===== config.mk =====
export PLATFORM = sky130hd
export DESIGN_NAME = mdm_ctrl
export DESIGN_NICKNAME = d
export VERILOG_FILES = /design/src/rtl/mdm_pkg.sv /design/src/rtl/mdm_sync2.sv /design/src/rtl/mdm_width_filter.sv /design/src/rtl/mdm_rts_ctl.sv /design/src/rtl/mdm_ctrl.sv
export SDC_FILE = /design/constraint.sdc
export NUM_CORES = 1
export LEC_CHECK = 0
export BUFFER_PORTS_ARGS = -buffer_cell sky130_fd_sc_hd__buf_2
export CAP_MARGIN = 30
export CORE_UTILIZATION = 40
export DETAILED_ROUTE_END_ITERATION = 10
export GPL_TIMING_DRIVEN = 1
export PLACE_DENSITY = 0.72
export SLEW_MARGIN = 20
export SYNTH_ARGS = -nofsm -noshare
export SYNTH_HDL_FRONTEND = slang
export SYNTH_HIERARCHICAL = 1
export SYNTH_SLANG_ARGS = --single-unit

===== constraint.sdc =====
create_clock -name clk -period 1.2 [get_ports clk]
set_clock_uncertainty 0.1 [all_clocks]
set_input_delay 0.06 -clock clk [delete_from_list [all_inputs] [get_ports clk]]
set_output_delay 0.06 -clock clk [all_outputs]
set_load 0.05 [all_outputs]

===== src/rtl/mdm_pkg.sv =====
package mdm_pkg;
  localparam int unsigned N_STAT  = 3;
  localparam int unsigned IDX_DCD = 0;
  localparam int unsigned IDX_CTS = 1;
  localparam int unsigned IDX_SYN = 2;

  typedef enum logic {
    MODE_SYNC  = 1'b0,
    MODE_ASYNC = 1'b1
  } mdm_mode_e;
endpackage


===== src/rtl/mdm_sync2.sv =====
module mdm_sync2 #(
  parameter int unsigned W       = 1,
  parameter logic        RST_VAL = 1'b1
) (
  input  logic         clk,
  input  logic         rst,
  input  logic [W-1:0] d,
  output logic [W-1:0] q
);
  logic [W-1:0] meta;

  always_ff @(posedge clk) begin
    if (rst) begin
      meta <= {W{RST_VAL}};
      q    <= {W{RST_VAL}};
    end else begin
      meta <= d;
      q    <= meta;
    end
  end
endmodule


===== src/rtl/mdm_width_filter.sv =====
module mdm_width_filter #(
  parameter int unsigned MIN_W = 4
) (
  input  logic clk,
  input  logic rst,
  input  logic act_i,
  output logic lvl_o
);
  localparam int unsigned CW = (MIN_W < 2) ? 1 : $clog2(MIN_W + 1);
  localparam logic [CW-1:0] LAST = CW'(MIN_W - 1);

  logic [CW-1:0] cnt;

  always_ff @(posedge clk) begin
    if (rst) begin
      cnt   <= '0;
      lvl_o <= 1'b0;
    end else if (act_i == lvl_o) begin
      cnt <= '0;
    end else if (cnt == LAST) begin
      lvl_o <= act_i;
      cnt   <= '0;
    end else begin
      cnt <= cnt + 1'b1;
    end
  end
endmodule


===== src/rtl/mdm_rts_ctl.sv =====
module mdm_rts_ctl
  import mdm_pkg::*;
(
  input  logic clk,
  input  logic rst,
  input  logic mode_async,
  input  logic rts_cmd,
  input  logic tx_empty,
  input  logic dtr_cmd,
  output logic rts_n,
  output logic dtr_n
);
  mdm_mode_e mode;
  logic      rts_nxt;

  assign mode = mdm_mode_e'(mode_async);

  always_comb begin
    unique case (mode)
      MODE_ASYNC: begin
        if (rts_cmd)       rts_nxt = 1'b1;
        else if (tx_empty) rts_nxt = 1'b0;
        else               rts_nxt = ~rts_n;
      end
      default: rts_nxt = rts_cmd;
    endcase
  end

  always_ff @(posedge clk) begin
    if (rst) begin
      rts_n <= 1'b1;
      dtr_n <= 1'b1;
    end else begin
      rts_n <= ~rts_nxt;
      dtr_n <= ~dtr_cmd;
    end
  end
endmodule


===== src/rtl/mdm_ctrl.sv =====
module mdm_ctrl
  import mdm_pkg::*;
#(
  parameter int unsigned MIN_W = 4
) (
  input  logic clk,
  input  logic rst,
  input  logic dcd_n,
  input  logic cts_n,
  input  logic sync_n,
  input  logic mode_async,
  input  logic rts_cmd,
  input  logic dtr_cmd,
  input  logic tx_empty,
  input  logic int_en,
  input  logic rx_auto_en,
  input  logic tx_auto_en,
  input  logic stat_clr,
  output logic rts_n,
  output logic dtr_n,
  output logic stat_dcd,
  output logic stat_cts,
  output logic stat_sync,
  output logic irq,
  output logic rx_run_ok,
  output logic tx_run_ok
);
  logic [N_STAT-1:0] line_n;
  logic [N_STAT-1:0] line_s;
  logic [N_STAT-1:0] filt;
  logic [N_STAT-1:0] stat;
  logic [N_STAT-1:0] chg_mask;
  logic [N_STAT-1:0] chg;
  logic              pend;

  always_comb begin
    line_n          = '1;
    line_n[IDX_DCD] = dcd_n;
    line_n[IDX_CTS] = cts_n;
    line_n[IDX_SYN] = sync_n;
  end

  mdm_sync2 #(.W(N_STAT), .RST_VAL(1'b1)) u_sync (
    .clk (clk),
    .rst (rst),
    .d   (line_n),
    .q   (line_s)
  );

  for (genvar i = 0; i < N_STAT; i++) begin : g_filt
    mdm_width_filter #(.MIN_W(MIN_W)) u_filt (
      .clk   (clk),
      .rst   (rst),
      .act_i (~line_s[i]),
      .lvl_o (filt[i])
    );
  end

  always_comb begin
    chg_mask          = '1;
    chg_mask[IDX_SYN] = mode_async;
    chg               = (filt ^ stat) & chg_mask;
  end

  always_ff @(posedge clk) begin
    if (rst) begin
      stat <= '0;
      pend <= 1'b0;
    end else begin
      if (stat_clr)                    pend <= 1'b0;
      else if (!pend && int_en && |chg) pend <= 1'b1;
      if (!pend) stat <= filt;
    end
  end

  always_ff @(posedge clk) begin
    if (rst) begin
      rx_run_ok <= 1'b0;
      tx_run_ok <= 1'b0;
    end else begin
      rx_run_ok <= ~rx_auto_en | filt[IDX_DCD];
      tx_run_ok <= ~tx_auto_en | filt[IDX_CTS];
    end
  end

  mdm_rts_ctl u_rts (
    .clk        (clk),
    .rst        (rst),
    .mode_async (mode_async),
    .rts_cmd    (rts_cmd),
    .tx_empty   (tx_empty),
    .dtr_cmd    (dtr_cmd),
    .rts_n      (rts_n),
    .dtr_n      (dtr_n)
  );

  assign stat_dcd  = stat[IDX_DCD];
  assign stat_cts  = stat[IDX_CTS];
  assign stat_sync = stat[IDX_SYN];
  assign irq       = pend;
endmodule


==> results.cfg <==
[worst_setup_path]
r2r_setup_slack_ns = 0.03
cp_num_cells = 3
cp-start-kind = flop
r2r_start = g_filt[1].u_filt/cnt[0]
reg2reg_depth = 3
cp_slowest_cell = dfxtp_2
max_stage_delay_ns = 0.36
r2r_end = g_filt[1].u_filt/cnt[0]
cp_data_arrival_time_ns = 1.28
required_ns = 1.31
path_cells = ha_4 > ha_4 > nor4_1
cp_top_family = flip-flops
critPathKind = flop to flop
crit_path_end_kind = flop
cp_common_cell = ha_4
path_max_fanout = 4
path_buf_inv = 0

[synth]
synth_top_family_by_area = simple AND/OR/NAND/NOR gates
avgSynthCellArea_um2 = 11.66
ys_seq_area_frac = 0.5510
ys_seq_elements = 26
syn_nets = 100
synth_mux_area_frac = 0.06358
ys_types = 17
syn_area_um2 = 944.7
synth-compound-area-share = 0.04768
synth-xor-area-share = 0.05563
synth_fa_ha_area_frac = 0.07947
synth-simple-area-share = 0.1709
netlist_instances = 81
ys_warn_count = 6

[global_routing]
grtUsageMet1 = 0.1426
grt_overflow = 0
antenna_found_initial = 0
met2_usage = 0.2422
grt_pass1_wl_um = 2511
grt.busiest_layer = met2
grt_util_met3 = 0.02121
grt_pass1_vias = 635
grt_usage = 0.1318
grt_max_degree = 27

[cts]
tritoncts = yes
path_clk_slew_ns = 0.13
cts_buffers = 3
cts_sinks = 26
insertion_delay_ns = 0.31
clockBufferDepth = 2
root_buffer = clkbuf_4
cts_max_level = 1

[die]
core_area_um2 = 2212
die_area_um2 = 2560
rows = 17
io_pins = 21
die_w_um = 50.60
start_util = 0.4270
die_h_um = 50.60

[placed_design]
placed_area_um2 = 1085
post-dp-hpwl_um = 987.6
gp_routability_congestion = 0.6255
port_buffers = 20

[routing]
drt_iter0_drc = 5
ant_nets = 0
postRouteWirelength_um = 1623
viasPerCell = 4.706
first_pass_iters = 2
drc = 0
vias = 673
wl_per_cell_um = 11.35

[sta]
rsz0062_at_grt = true
period_minus_slack_ns = 1.175
setup_viol = 0
worst_slew_pin_slew_ns = 0.5744
fmax_mhz = 851.3
hold_violations = 0
timing.final.crit_share = 0.9789
slew_viol_final = 0
relSlewSlack = 0.6171

[cells_and_area]
fillers = 189
drive_gt1_frac = 0.4348
finalNetCount = 136
area_growth_pct = 44.64
postLayoutCoreUtil = 0.6176
final_common_cell = buf_2
final_cell_mix = buf_2 (19), dfxtp_1 (17), dlygate4sd3_1 (10)
diodes = 0
finalInstanceArea_um2 = 1366

[power_and_ir_drop]
peakVddDrop_uv = 861.4
finalPower_uw = 1370
p_leak_uw = 0.0005210
powerDensity_nw_per_um2 = 1002

[min_path]
hold_end = irq
hold_path.startpoint = mode_async
min_path_cells = 3
min_path_type = input port to flop

[run]
drv_cap = 0

[status]
status = completed
[cells by family (layout without fill, tap and decap cells)]
family / after synthesis / after routing
flops: 26 / 26
simple gates: 23 / 23
buf+inv: 8 / 42
fa+ha+maj: 6 / 6
compound gates: 6 / 6
xor+xnor: 6 / 6
mux: 6 / 6
[per-stage QoR]
stage               setup WS, ns  setup TNS [ns]  instances  hold WS, ns
floorplan                0.04730               0         81      0.01727
global placement         0.01125               0        129       0.1315
detailed placement      -0.01377        -0.02867        129       0.1307
CTS                     0.008380               0        142     0.002592
global route            -0.02048        -0.05212        143      0.02769
finish                   0.02529               0        143      0.01143
[repair_timing]
item                                   4_1_cts  5_1_grt
pin swaps                                    4        3
buffers inserted                             0        1
setup endpoints to repair                   11       12
gates resized for setup                      5       22
endpoints found under the hold margin        8        0
hold buffers                                10        0
[how the worst max path moves through the flow]
stage / end / slack [ns] / from
after floorplan: g_filt[0].u_filt/cnt[2] / 0.05 / g_filt[0].u_filt/cnt[0]
after global placement: g_filt[0].u_filt/cnt[2] / 0.01 / g_filt[0].u_filt/cnt[0]
after detailed placement: g_filt[1].u_filt/lvl_o / -0.01 / g_filt[1].u_filt/cnt[0]
after CTS: g_filt[0].u_filt/cnt[0] / 0.008 / g_filt[0].u_filt/cnt[0]
after global routing: g_filt[2].u_filt/cnt[2] / -0.02 / g_filt[2].u_filt/lvl_o
final: g_filt[1].u_filt/cnt[0] / 0.03 / g_filt[1].u_filt/cnt[0]
[synthesized netlist by cell type]
library cell  instances  area share
dfxtp_1              26        0.55
inv_1                 8       0.032
ha_1                  6       0.079
mux2i_1               6       0.064
nor2_1                6       0.024
nor4_1                6       0.040
or2_1                 6       0.040
nor4b_2               3       0.048
xnor2_1               3       0.028
xor2_1                3       0.028
a21oi_1               2       0.011
a211oi_2              1       0.013
a31oi_1               1      0.0066
nand2b_1              1      0.0066
nor3b_2               1       0.013
o21ai_1               1      0.0053
o21bai_2              1       0.012
[report_power, final]
group,internal (uW),switching [uW]
Clock,117,230
Combinational,60.2,70.6
Sequential,883,8.12
Total,1060,309
[cell type report]
type	instances	area [um^2]	share of cell area
flip-flops and latches	26	531.8	0.3892
repair buffers	31	210.2	0.1538
multi-input cells	47	536.8	0.3929
well taps	28	35.03	0.02564
inverters	8	30.03	0.02198
clock buffers	3	22.52	0.01648
[worst reg2reg max path, cell delays in order, from the launching register on]
cell and delay (ns):
dfxtp_2 0.36, ha_4 0.16, ha_4 0.18, nor4_1 0.28
[state kept, by name, indices dropped and copies added (netlist names)]
signal / count
g_filt.u_filt/cnt: 9
g_filt.u_filt/lvl_o: 3
stat: 3
u_sync/meta: 3
u_sync/q: 3
irq: 1
rx_run_ok: 1
tx_run_ok: 1
u_rts/dtr_n: 1
u_rts/rts_n: 1
[layer usage]
metal  routed length [um]  part of all wire
met1                  741              0.46
met2                  819              0.50
met3                   53             0.033
met4                    9            0.0055
met5                    0                 0
Power figures use the tool's default switching activity.
